$ cat config.mk
export PLATFORM = sky130hd
export DESIGN_NAME = mhash_filter
export DESIGN_NICKNAME = d
export VERILOG_FILES = /design/src/rtl/mhash_pkg.sv /design/src/rtl/mhash_seq.sv /design/src/rtl/mhash_crc.sv /design/src/rtl/mhash_decide.sv /design/src/rtl/mhash_filter.sv
export SDC_FILE = /design/constraint.sdc
export NUM_CORES = 1
export LEC_CHECK = 0
export BUFFER_PORTS_ARGS = -buffer_cell sky130_fd_sc_hd__buf_2
export CAP_MARGIN = 20
export CORE_ASPECT_RATIO = 1.5
export CORE_MARGIN = 8
export CORE_UTILIZATION = 50
export CTS_CLUSTER_SIZE = 16
export DETAILED_ROUTE_END_ITERATION = 7
export HOLD_SLACK_MARGIN = 0.05
export PLACE_DENSITY_LB_ADDON = 0.1
export RECOVER_POWER = 100
export SLEW_MARGIN = 0
export SYNTH_ARGS = -nofsm -noshare
export SYNTH_HDL_FRONTEND = slang
export SYNTH_SLANG_ARGS = --single-unit
$ cat constraint.sdc
create_clock -name clk -period 2.4 [get_ports clk]
set_input_delay 0.12 -clock clk [delete_from_list [all_inputs] [get_ports clk]]
set_output_delay 0.12 -clock clk [all_outputs]
set_load 0.05 [all_outputs]
$ cat src/rtl/mhash_pkg.sv
package mhash_pkg;

    localparam int MAC_W    = 48;
    localparam int OCT_W    = 8;
    localparam int OCTETS   = MAC_W / OCT_W;
    localparam int CRC_W    = 32;
    localparam int HALF_W   = 32;
    localparam int IDX_W    = $clog2(HALF_W);
    localparam int SLOT_W   = IDX_W + 1;
    localparam int STEP_W   = $clog2(MAC_W + 1);
    localparam int GROUP_BIT = MAC_W - OCT_W;
    localparam logic [CRC_W-1:0] CRC_SEED = '1;

    typedef enum logic [1:0] {
        ST_IDLE    = 2'd0,
        ST_SHIFT   = 2'd1,
        ST_RESOLVE = 2'd2
    } seq_state_e;

    typedef enum logic [1:0] {
        CLS_INDIV = 2'd0,
        CLS_GROUP = 2'd1,
        CLS_BCAST = 2'd2
    } addr_class_e;

    typedef struct packed {
        logic             half;
        logic [IDX_W-1:0] idx;
    } slot_t;

    typedef struct packed {
        logic  accept;
        slot_t slot;
    } verdict_t;

    function automatic logic [CRC_W-1:0] crc_advance(
        input logic [CRC_W-1:0] cur,
        input logic             din,
        input logic [CRC_W-1:0] poly
    );
        logic [CRC_W-1:0] nxt;
        nxt = {cur[CRC_W-2:0], 1'b0};
        if (cur[CRC_W-1] ^ din)
            nxt = nxt ^ poly;
        return nxt;
    endfunction

    // Arrange the address so that bit 0 is the first bit put on the wire.
    function automatic logic [MAC_W-1:0] wire_order(input logic [MAC_W-1:0] a);
        logic [MAC_W-1:0] s;
        for (int o = 0; o < OCTETS; o++)
            for (int b = 0; b < OCT_W; b++)
                s[o*OCT_W + b] = a[MAC_W - OCT_W - o*OCT_W + b];
        return s;
    endfunction

    function automatic slot_t slot_of(input logic [CRC_W-1:0] crc);
        slot_t r;
        r.half = crc[0];
        for (int k = 0; k < IDX_W; k++)
            r.idx[IDX_W-1-k] = crc[1+k];
        return r;
    endfunction

endpackage

$ cat src/rtl/mhash_seq.sv
module mhash_seq
    import mhash_pkg::*;
#(
    parameter int STEPS = MAC_W
) (
    input  logic clk,
    input  logic rst,
    input  logic strobe,
    output logic load,
    output logic shift,
    output logic resolve,
    output logic busy
);
    localparam int CW = $clog2(STEPS + 1);
    localparam logic [CW-1:0] LAST = CW'(STEPS - 1);

    seq_state_e      state_q;
    logic [CW-1:0]   cnt_q;

    assign load    = strobe && (state_q == ST_IDLE);
    assign shift   = (state_q == ST_SHIFT);
    assign resolve = (state_q == ST_RESOLVE);
    assign busy    = (state_q != ST_IDLE);

    always_ff @(posedge clk) begin
        if (rst) begin
            state_q <= ST_IDLE;
            cnt_q   <= '0;
        end else begin
            case (state_q)
                ST_IDLE: begin
                    cnt_q <= '0;
                    if (strobe)
                        state_q <= ST_SHIFT;
                end
                ST_SHIFT: begin
                    cnt_q <= cnt_q + 1'b1;
                    if (cnt_q == LAST)
                        state_q <= ST_RESOLVE;
                end
                ST_RESOLVE: state_q <= ST_IDLE;
                default:    state_q <= ST_IDLE;
            endcase
        end
    end

endmodule

$ cat src/rtl/mhash_crc.sv
module mhash_crc
    import mhash_pkg::*;
#(
    parameter logic [CRC_W-1:0] POLY = 32'h04C11DB7
) (
    input  logic             clk,
    input  logic             rst,
    input  logic             load,
    input  logic             shift,
    input  logic [MAC_W-1:0] addr,
    output logic [CRC_W-1:0] crc
);
    logic [MAC_W-1:0] stream_q;
    logic [CRC_W-1:0] crc_q;

    always_ff @(posedge clk) begin
        if (rst) begin
            stream_q <= '0;
            crc_q    <= CRC_SEED;
        end else if (load) begin
            stream_q <= wire_order(addr);
            crc_q    <= CRC_SEED;
        end else if (shift) begin
            stream_q <= {1'b0, stream_q[MAC_W-1:1]};
            crc_q    <= crc_advance(crc_q, stream_q[0], POLY);
        end
    end

    assign crc = crc_q;

endmodule

$ cat src/rtl/mhash_decide.sv
module mhash_decide
    import mhash_pkg::*;
(
    input  logic              clk,
    input  logic              rst,
    input  logic              resolve,
    input  logic [CRC_W-1:0]  crc,
    input  logic [MAC_W-1:0]  addr,
    input  logic [MAC_W-1:0]  station,
    input  logic              promisc,
    input  logic              bc_reject,
    input  logic [HALF_W-1:0] tbl_hi,
    input  logic [HALF_W-1:0] tbl_lo,
    output logic              done,
    output logic              accept,
    output slot_t             slot
);
    addr_class_e      cls;
    verdict_t         v;
    logic [HALF_W-1:0] half_word;

    always_comb begin
        if (&addr)
            cls = CLS_BCAST;
        else if (addr[GROUP_BIT])
            cls = CLS_GROUP;
        else
            cls = CLS_INDIV;
    end

    always_comb begin
        v.slot    = slot_of(crc);
        half_word = v.slot.half ? tbl_hi : tbl_lo;
        if (promisc)
            v.accept = 1'b1;
        else begin
            case (cls)
                CLS_BCAST: v.accept = !bc_reject;
                CLS_GROUP: v.accept = half_word[v.slot.idx];
                default:   v.accept = (addr == station);
            endcase
        end
    end

    always_ff @(posedge clk) begin
        if (rst) begin
            done   <= 1'b0;
            accept <= 1'b0;
            slot   <= '0;
        end else begin
            done   <= resolve;
            accept <= resolve && v.accept;
            if (resolve)
                slot <= v.slot;
        end
    end

endmodule

$ cat src/rtl/mhash_filter.sv
module mhash_filter
    import mhash_pkg::*;
#(
    parameter logic [31:0] POLY = 32'h04C11DB7
) (
    input  logic         clk,
    input  logic         rst,
    input  logic         addr_vld,
    input  logic [47:0]  dest_addr,
    input  logic         promisc_en,
    input  logic         bcast_rej,
    input  logic [47:0]  station_addr,
    input  logic [31:0]  tbl_hi,
    input  logic [31:0]  tbl_lo,
    output logic         busy,
    output logic         done,
    output logic         accept,
    output logic [5:0]   hash_slot
);
    logic             load, shift, resolve;
    logic [MAC_W-1:0] addr_q;
    logic [CRC_W-1:0] crc;
    slot_t            slot;

    always_ff @(posedge clk) begin
        if (rst)
            addr_q <= '0;
        else if (load)
            addr_q <= dest_addr;
    end

    mhash_seq #(.STEPS(MAC_W)) u_seq (
        .clk(clk), .rst(rst), .strobe(addr_vld),
        .load(load), .shift(shift), .resolve(resolve), .busy(busy)
    );

    mhash_crc #(.POLY(POLY)) u_crc (
        .clk(clk), .rst(rst), .load(load), .shift(shift),
        .addr(dest_addr), .crc(crc)
    );

    mhash_decide u_decide (
        .clk(clk), .rst(rst), .resolve(resolve), .crc(crc),
        .addr(addr_q), .station(station_addr),
        .promisc(promisc_en), .bc_reject(bcast_rej),
        .tbl_hi(tbl_hi), .tbl_lo(tbl_lo),
        .done(done), .accept(accept), .slot(slot)
    );

    assign hash_slot = slot;

endmodule

-- Yosys cells after proc, flatten, opt, wreduce, memory -nomap -nowiden
Index checks and enable logic that the tools add are counted.
- input bits: 165
- bits in registers: 144
- output and inout bits: 9
- word-level logic and storage cells: 45
- reductions and logical operators: 10
- equality and inequality tests: 8
- bitwise gates (word level): 2
- $add $sub $neg: 1
- order comparisons: 1
- mux-type cells: 14
- operator list (operator ; count):
    $mux 48 ; 2
    $eq 48x48->1 ; 1
    $reduce_and 48->1 ; 1
    $mux 32 ; 1
    $mux 27 ; 1
    $not 14->14 ; 1
    $pmux 6 s2 ; 1
    $add 6x1->6 const B ; 1
    $eq 6x6->1 const B ; 1
    $lt 5x6->1 const B ; 1
    $mux 2 ; 3
    $reduce_bool 2->1 ; 3
    $bmux 1 s5 ; 1
    $eq 2x1->1 const B ; 2
    $eq 2x2->1 const B ; 2
    $pmux 2 s2 ; 1
    $mux 1 ; 3
    $logic_and 1x1->1 ; 2
    $logic_not 2->1 ; 1
    $ne 2x1->1 const B ; 1
    $ne 2x2->1 const B ; 1
    $pmux 1 s2 ; 1
    $reduce_and 2->1 ; 1
    $reduce_or 2->1 ; 1
    2 further kinds ; 2

-- Depth between registers and ports, before layout
- depth in word-level cells: 6
- mapped depth: 8
- depth with buffers taken out: 6

-- Hierarchy
Synthesis repeated with hierarchy kept, for this count alone.
- cells, all modules: 699
- area, all modules: 7390.8 µm²
- by module, submodules not included (module ; times used ; sequential area each (µm²) ; area each (µm²) ; cells each):
    mhash_crc ; 1 ; 1601.5 ; 3726.1 ; 336
    mhash_filter ; 1 ; 960.9 ; 1729.2 ; 155
    mhash_decide ; 1 ; 160.2 ; 1554.0 ; 167
    mhash_seq ; 1 ; 160.2 ; 381.6 ; 41

-- Worst setup path before layout
Ideal clock, no wire load.
- path kind: register -> register
- from: register u_crc.crc_q[5] (netlist: u_crc.crc[5])
- to: register u_decide.accept
- required time: 2.272 ns
- cell stages (with the launch flop): 6
- setup time: 0.128 ns
- slack: 0.560 ns
- arrival time: 1.712 ns
- buffers on the path: 1
- clock period less this slack: 1.840 ns
- cell sequence: dfxtp_1 > buf_6 > mux4_1 > mux4_2 > o2111ai_1 > a211oi_1
- longest elaborated chain between the ends: 5
- ends and longest elaborated chain (what ; RTL line ; RTL):
    start, declared ; mhash_crc.sv:14 ; logic [CRC_W-1:0] crc_q;
    start signal, assigned ; mhash_crc.sv:25 ; crc_q <= crc_advance(crc_q, stream_q[0], POLY);
    $bmux 1 s5 ; mhash_decide.sv:39 ; CLS_GROUP: v.accept = half_word[v.slot.idx];
    $mux 1 (not written as such) ; mhash_decide.sv:39 ;
    $pmux 1 s2 ; mhash_decide.sv:37 ; case (cls)
    $mux 1 ; mhash_decide.sv:34 ; if (promisc)
    $logic_and 1x1->1 ; mhash_decide.sv:52 ; accept <= resolve && v.accept;
    end signal, assigned ; mhash_decide.sv:52 ;
    end, declared ; mhash_decide.sv:15 ; output logic accept,
Every way passes these cells. The select of a mux whose other input is x is not followed.
A chain may end at the register's enable or synchronous reset.

-- Worst setup path after layout
- from: register u_seq.state_q[0]
- to: register u_crc.stream_q[8]
- longest elaborated chain between the ends: 3
- elaborated cells on any way between the ends: 5
- classes of those cells: eq/ne (1); mux (1); reduce/logical (3)
- ends and longest elaborated chain (what ; RTL line ; RTL):
    start, declared ; mhash_seq.sv:17 ; seq_state_e state_q;
    start signal, assigned ; mhash_seq.sv:27 ; state_q <= ST_IDLE;
    start signal, assigned ; mhash_seq.sv:34 ; state_q <= ST_SHIFT;
    start signal, assigned ; mhash_seq.sv:39 ; state_q <= ST_RESOLVE;
    $logic_not 2->1 ; mhash_seq.sv:20 ; assign load = strobe && (state_q == ST_IDLE);
    $logic_and 1x1->1 ; mhash_seq.sv:20 ;
    $mux 48 or $reduce_bool 2->1 (tied branches) ; -- ;
    end signal, assigned ; mhash_crc.sv:21 ; stream_q <= wire_order(addr);
    end signal, assigned ; mhash_crc.sv:24 ; stream_q <= {1'b0, stream_q[MAC_W-1:1]};
    end, declared ; mhash_crc.sv:13 ; logic [MAC_W-1:0] stream_q;
Parallel ways exist; a longest one is shown, timed or not.

==> impl_metrics.tcl <==
set metrics [dict create \
    status "finished, final reports clean" \
    cp_max_fo 15 \
    hold_violations 0 \
    hp-class "in -> reg" \
    final_cell_count_no_fill 1193 \
    hold_slack_ns 0.0869 \
    slew_viol_final 0 \
    wl_per_cell_um 15.9 \
    clk_pin_slew_worst_paths_ns 0.06 \
    power_frac_clock_pct 42.0 \
    placed_area_um2 7570 \
    p_sw_mw 1.63 \
    powerDensity_nw_per_um2 711 \
    drt_first_pass_iters 5 \
    ys_seq_elements 144 \
    skew_ns 0.00990 \
    ir_drop_uv 413 \
    cp.required_ns 2.75 \
    drt_iter0_markers 308 \
    synth_top_family_by_area "simple AND/OR/NAND/NOR gates" \
    cts.sink_count 144 \
    core_area_um2 12900 \
    dp.final_hpwl_um 13800 \
    grt_max_degree 74 \
    tritoncts "yes" \
    maxSlewHeadroom_pct 47.1 \
    grt_pass1_wl_um 30300 \
    drc 0 \
    vias 6292 \
    dp_cells 1114 \
    drive_above_1_share_pct 22.1 \
    finalSetupTns_ns 0 \
    p_comb_share_pct 14.5 \
    fin_crit_ns 2.06 \
    syn_nets 989 \
    die_h_um 156 \
    critPathKind "reg -> reg" \
    antenna_cells 0 \
    crit_arrival_ns 2.41 \
    seq_power_share_pct 43.5 \
    setup_viol 0 \
    antenna_found_initial 0 \
    dieArea_um2 17100 \
    pin_count 174 \
    grt_setup_unrepaired "false" \
    num_rows 51 \
    syn_area_um2 6540 \
    grt_pass1_vias 6372 \
    synth_cell_types 38 \
    fp.dieW_um 109 \
    setup.worst_path.start_class "register" \
    synth_mux_area_share_pct 6.26 \
    drt_wl_total_um 19000 \
    final_cell_area_um2 8570 \
    fin_crit_sh_pct 85.9 \
    syn_inst 823 \
    drv_cap 0 \
    ant_nets 0 \
    cts_setup_buffers 0 \
    start_util_pct 50.7 \
    gr-usage-all-layers_pct 22.4 \
    critPathCaptureType "register" \
    p_int_mw 4.46 \
    worst_pin_slew_ns 0.794 \
    synthAdderAreaFrac_pct 0.191 \
    cts_root_buf "clkbuf_16" \
    cts_hold_buf 47 \
    ys_seq_area_share_pct 44.1 \
    synthSimpleGateAreaFrac_pct 25.0 \
    io_buffers 173 \
    fmax_ghz 0.485 \
    grt_remaining_overflow 0 \
    cts_resized 0 \
    synth-compound-area-share_pct 12.2 \
    nets 1187 \
    yosys_warnings 0 \
    synthXorXnorAreaFrac_pct 8.44 \
    p_leak_nw 3.62 \
    cts_buffer_depth 2 \
    cts_buffers 17 \
    area_delta_synth_final_pct 31.2 \
    p_sw_share_pct 26.8 \
    clock_latency_ns 0.42 \
    gp_congestion 0.875 \
    htreeDepth 4 \
    vias_per_cell 5.27 \
    syn_avg_cell_area_um2 7.94 \
]
[power groups by stage]
stage,Clock [mW],Combinational [mW],Sequential (mW)
6_report,2.56,0.881,2.65
5_1_grt,2.71,0.978,2.67
3_5_place_dp,0,0.838,2.70
2_1_floorplan,0,0.556,2.66
3_3_place_gp,0,0.829,2.70
4_1_cts,2.60,0.900,2.65
[logic make-up after synthesis]
kind of cell / count (synthesis)
buffers and inverters: 60
AO/OA/AOI/OAI: 136
flip-flops: 144
adder cells (fa/ha/maj): 1
multiplexers: 25
AND/OR/NAND/NOR: 394
XOR/XNOR: 63
[routing by layer]
metal | vias up | GRT usage [%] | routed length [µm]
li1 | 3178 | - | -
met1 | 2874 | 25.4 | 7650
met2 | 216 | 38.4 | 9550
met3 | 24 | 6.37 | 1400
met4 | 0 | 8.07 | 354
met5 | - | 0 | 0
[cell usage after synthesis]
library cell / n / share of area [%]
o2111ai_1: 1 / 0.13
clkbuf_1: 45 / 2.6
mux4_1: 3 / 1.2
ha_1: 1 / 0.19
nand2b_1: 5 / 0.48
a2111oi_0: 3 / 0.40
a211oi_1: 2 / 0.23
dfxtp_1: 144 / 44
buf_1: 1 / 0.057
a21o_1: 2 / 0.23
a22oi_1: 3 / 0.34
nand2_1: 297 / 17
xor2_1: 2 / 0.27
nand3b_1: 2 / 0.23
mux2i_1: 6 / 0.92
buf_4: 1 / 0.11
nand3_1: 23 / 1.8
a311o_1: 1 / 0.15
mux2_2: 8 / 1.4
inv_1: 3 / 0.17
and2b_1: 1 / 0.11
nor2b_1: 6 / 0.57
xnor2_1: 61 / 8.2
nor4_1: 7 / 0.67
mux4_2: 8 / 2.8
nor2_1: 21 / 1.2
and2_1: 1 / 0.096
o311ai_0: 1 / 0.13
a31oi_1: 22 / 2.1
buf_2: 9 / 0.69
a21oi_1: 79 / 6.1
o211ai_1: 14 / 1.6
nor3_1: 7 / 0.54
o21ai_0: 3 / 0.23
nand4_1: 24 / 2.3
o22ai_1: 3 / 0.29
buf_6: 1 / 0.17
a311oi_1: 2 / 0.27
[state kept, by name, indices dropped and copies added (netlist names)]
| signal | count |
|---|---|
| u_decide.accept | 1 |
| u_crc.stream_q | 48 |
| u_seq.cnt_q | 6 |
| u_seq.state_q | 2 |
| u_decide.slot | 6 |
| u_crc.crc | 32 |
| u_decide.done | 1 |
| addr_q | 48 |
[cell usage in the layout, fill, tap and decap left out, types with 4 or more instances in the layout]
cell,count
buf_2,163
clkbuf_16,17
dfxtp_1,144
dlygate4sd3_1,47
mux4_2,8
a31oi_1,22
nor4_1,7
o211ai_1,14
buf_4,7
a21oi_1,79
nor2_1,21
nand4_1,24
clkinv_4,4
nand2b_1,5
nand3_1,23
buf_12,4
inv_6,4
nor3_1,7
nand2_1,296
nor2b_1,5
mux2i_1,6
mux2_2,8
clkbuf_1,11
xnor2_1,61
[worst max-delay path, cell delays in order, from the launching register on]
cell	delay (ns)
dfxtp_1	0.42
nor2b_2	0.67
clkbuf_1	0.57
nand2_1	0.14
a31oi_1	0.19
[cell type report]
type	instances	area, µm²
Clock buffer	19	453
Clock inverter	13	128
Fill cell	1139	4320
Inverter	3	11.3
Multi-Input combinational cell	619	3410
Sequential cell	144	2880
Tap cell	159	199
Timing Repair Buffer	236	1490
[metrics by stage]
stage / power, mW / setup slack [ns] / util (%)
global placement: 3.53 / 0.398 / 58.8
floorplan: 3.21 / 0.560 / -
global route: 6.36 / 0.109 / 66.5
CTS: 6.15 / 0.385 / 66.9
detailed placement: 3.54 / 0.385 / 58.8
finish: 6.09 / 0.338 / 66.5
[worst paths after layout]
kind                                          from            endpoint  cells after the start  slack (ns)
worst min register to register  u_crc.stream_q[47]  u_crc.stream_q[47]                      2        0.46
worst min-delay path                           rst    u_decide.slot[0]                      2        0.09
worst max register to register    u_seq.state_q[0]   u_crc.stream_q[8]                      4        0.34
worst max-delay path              u_seq.state_q[0]   u_crc.stream_q[8]                      4        0.34
No activity file was read; power rests on OpenSTA's default activity.
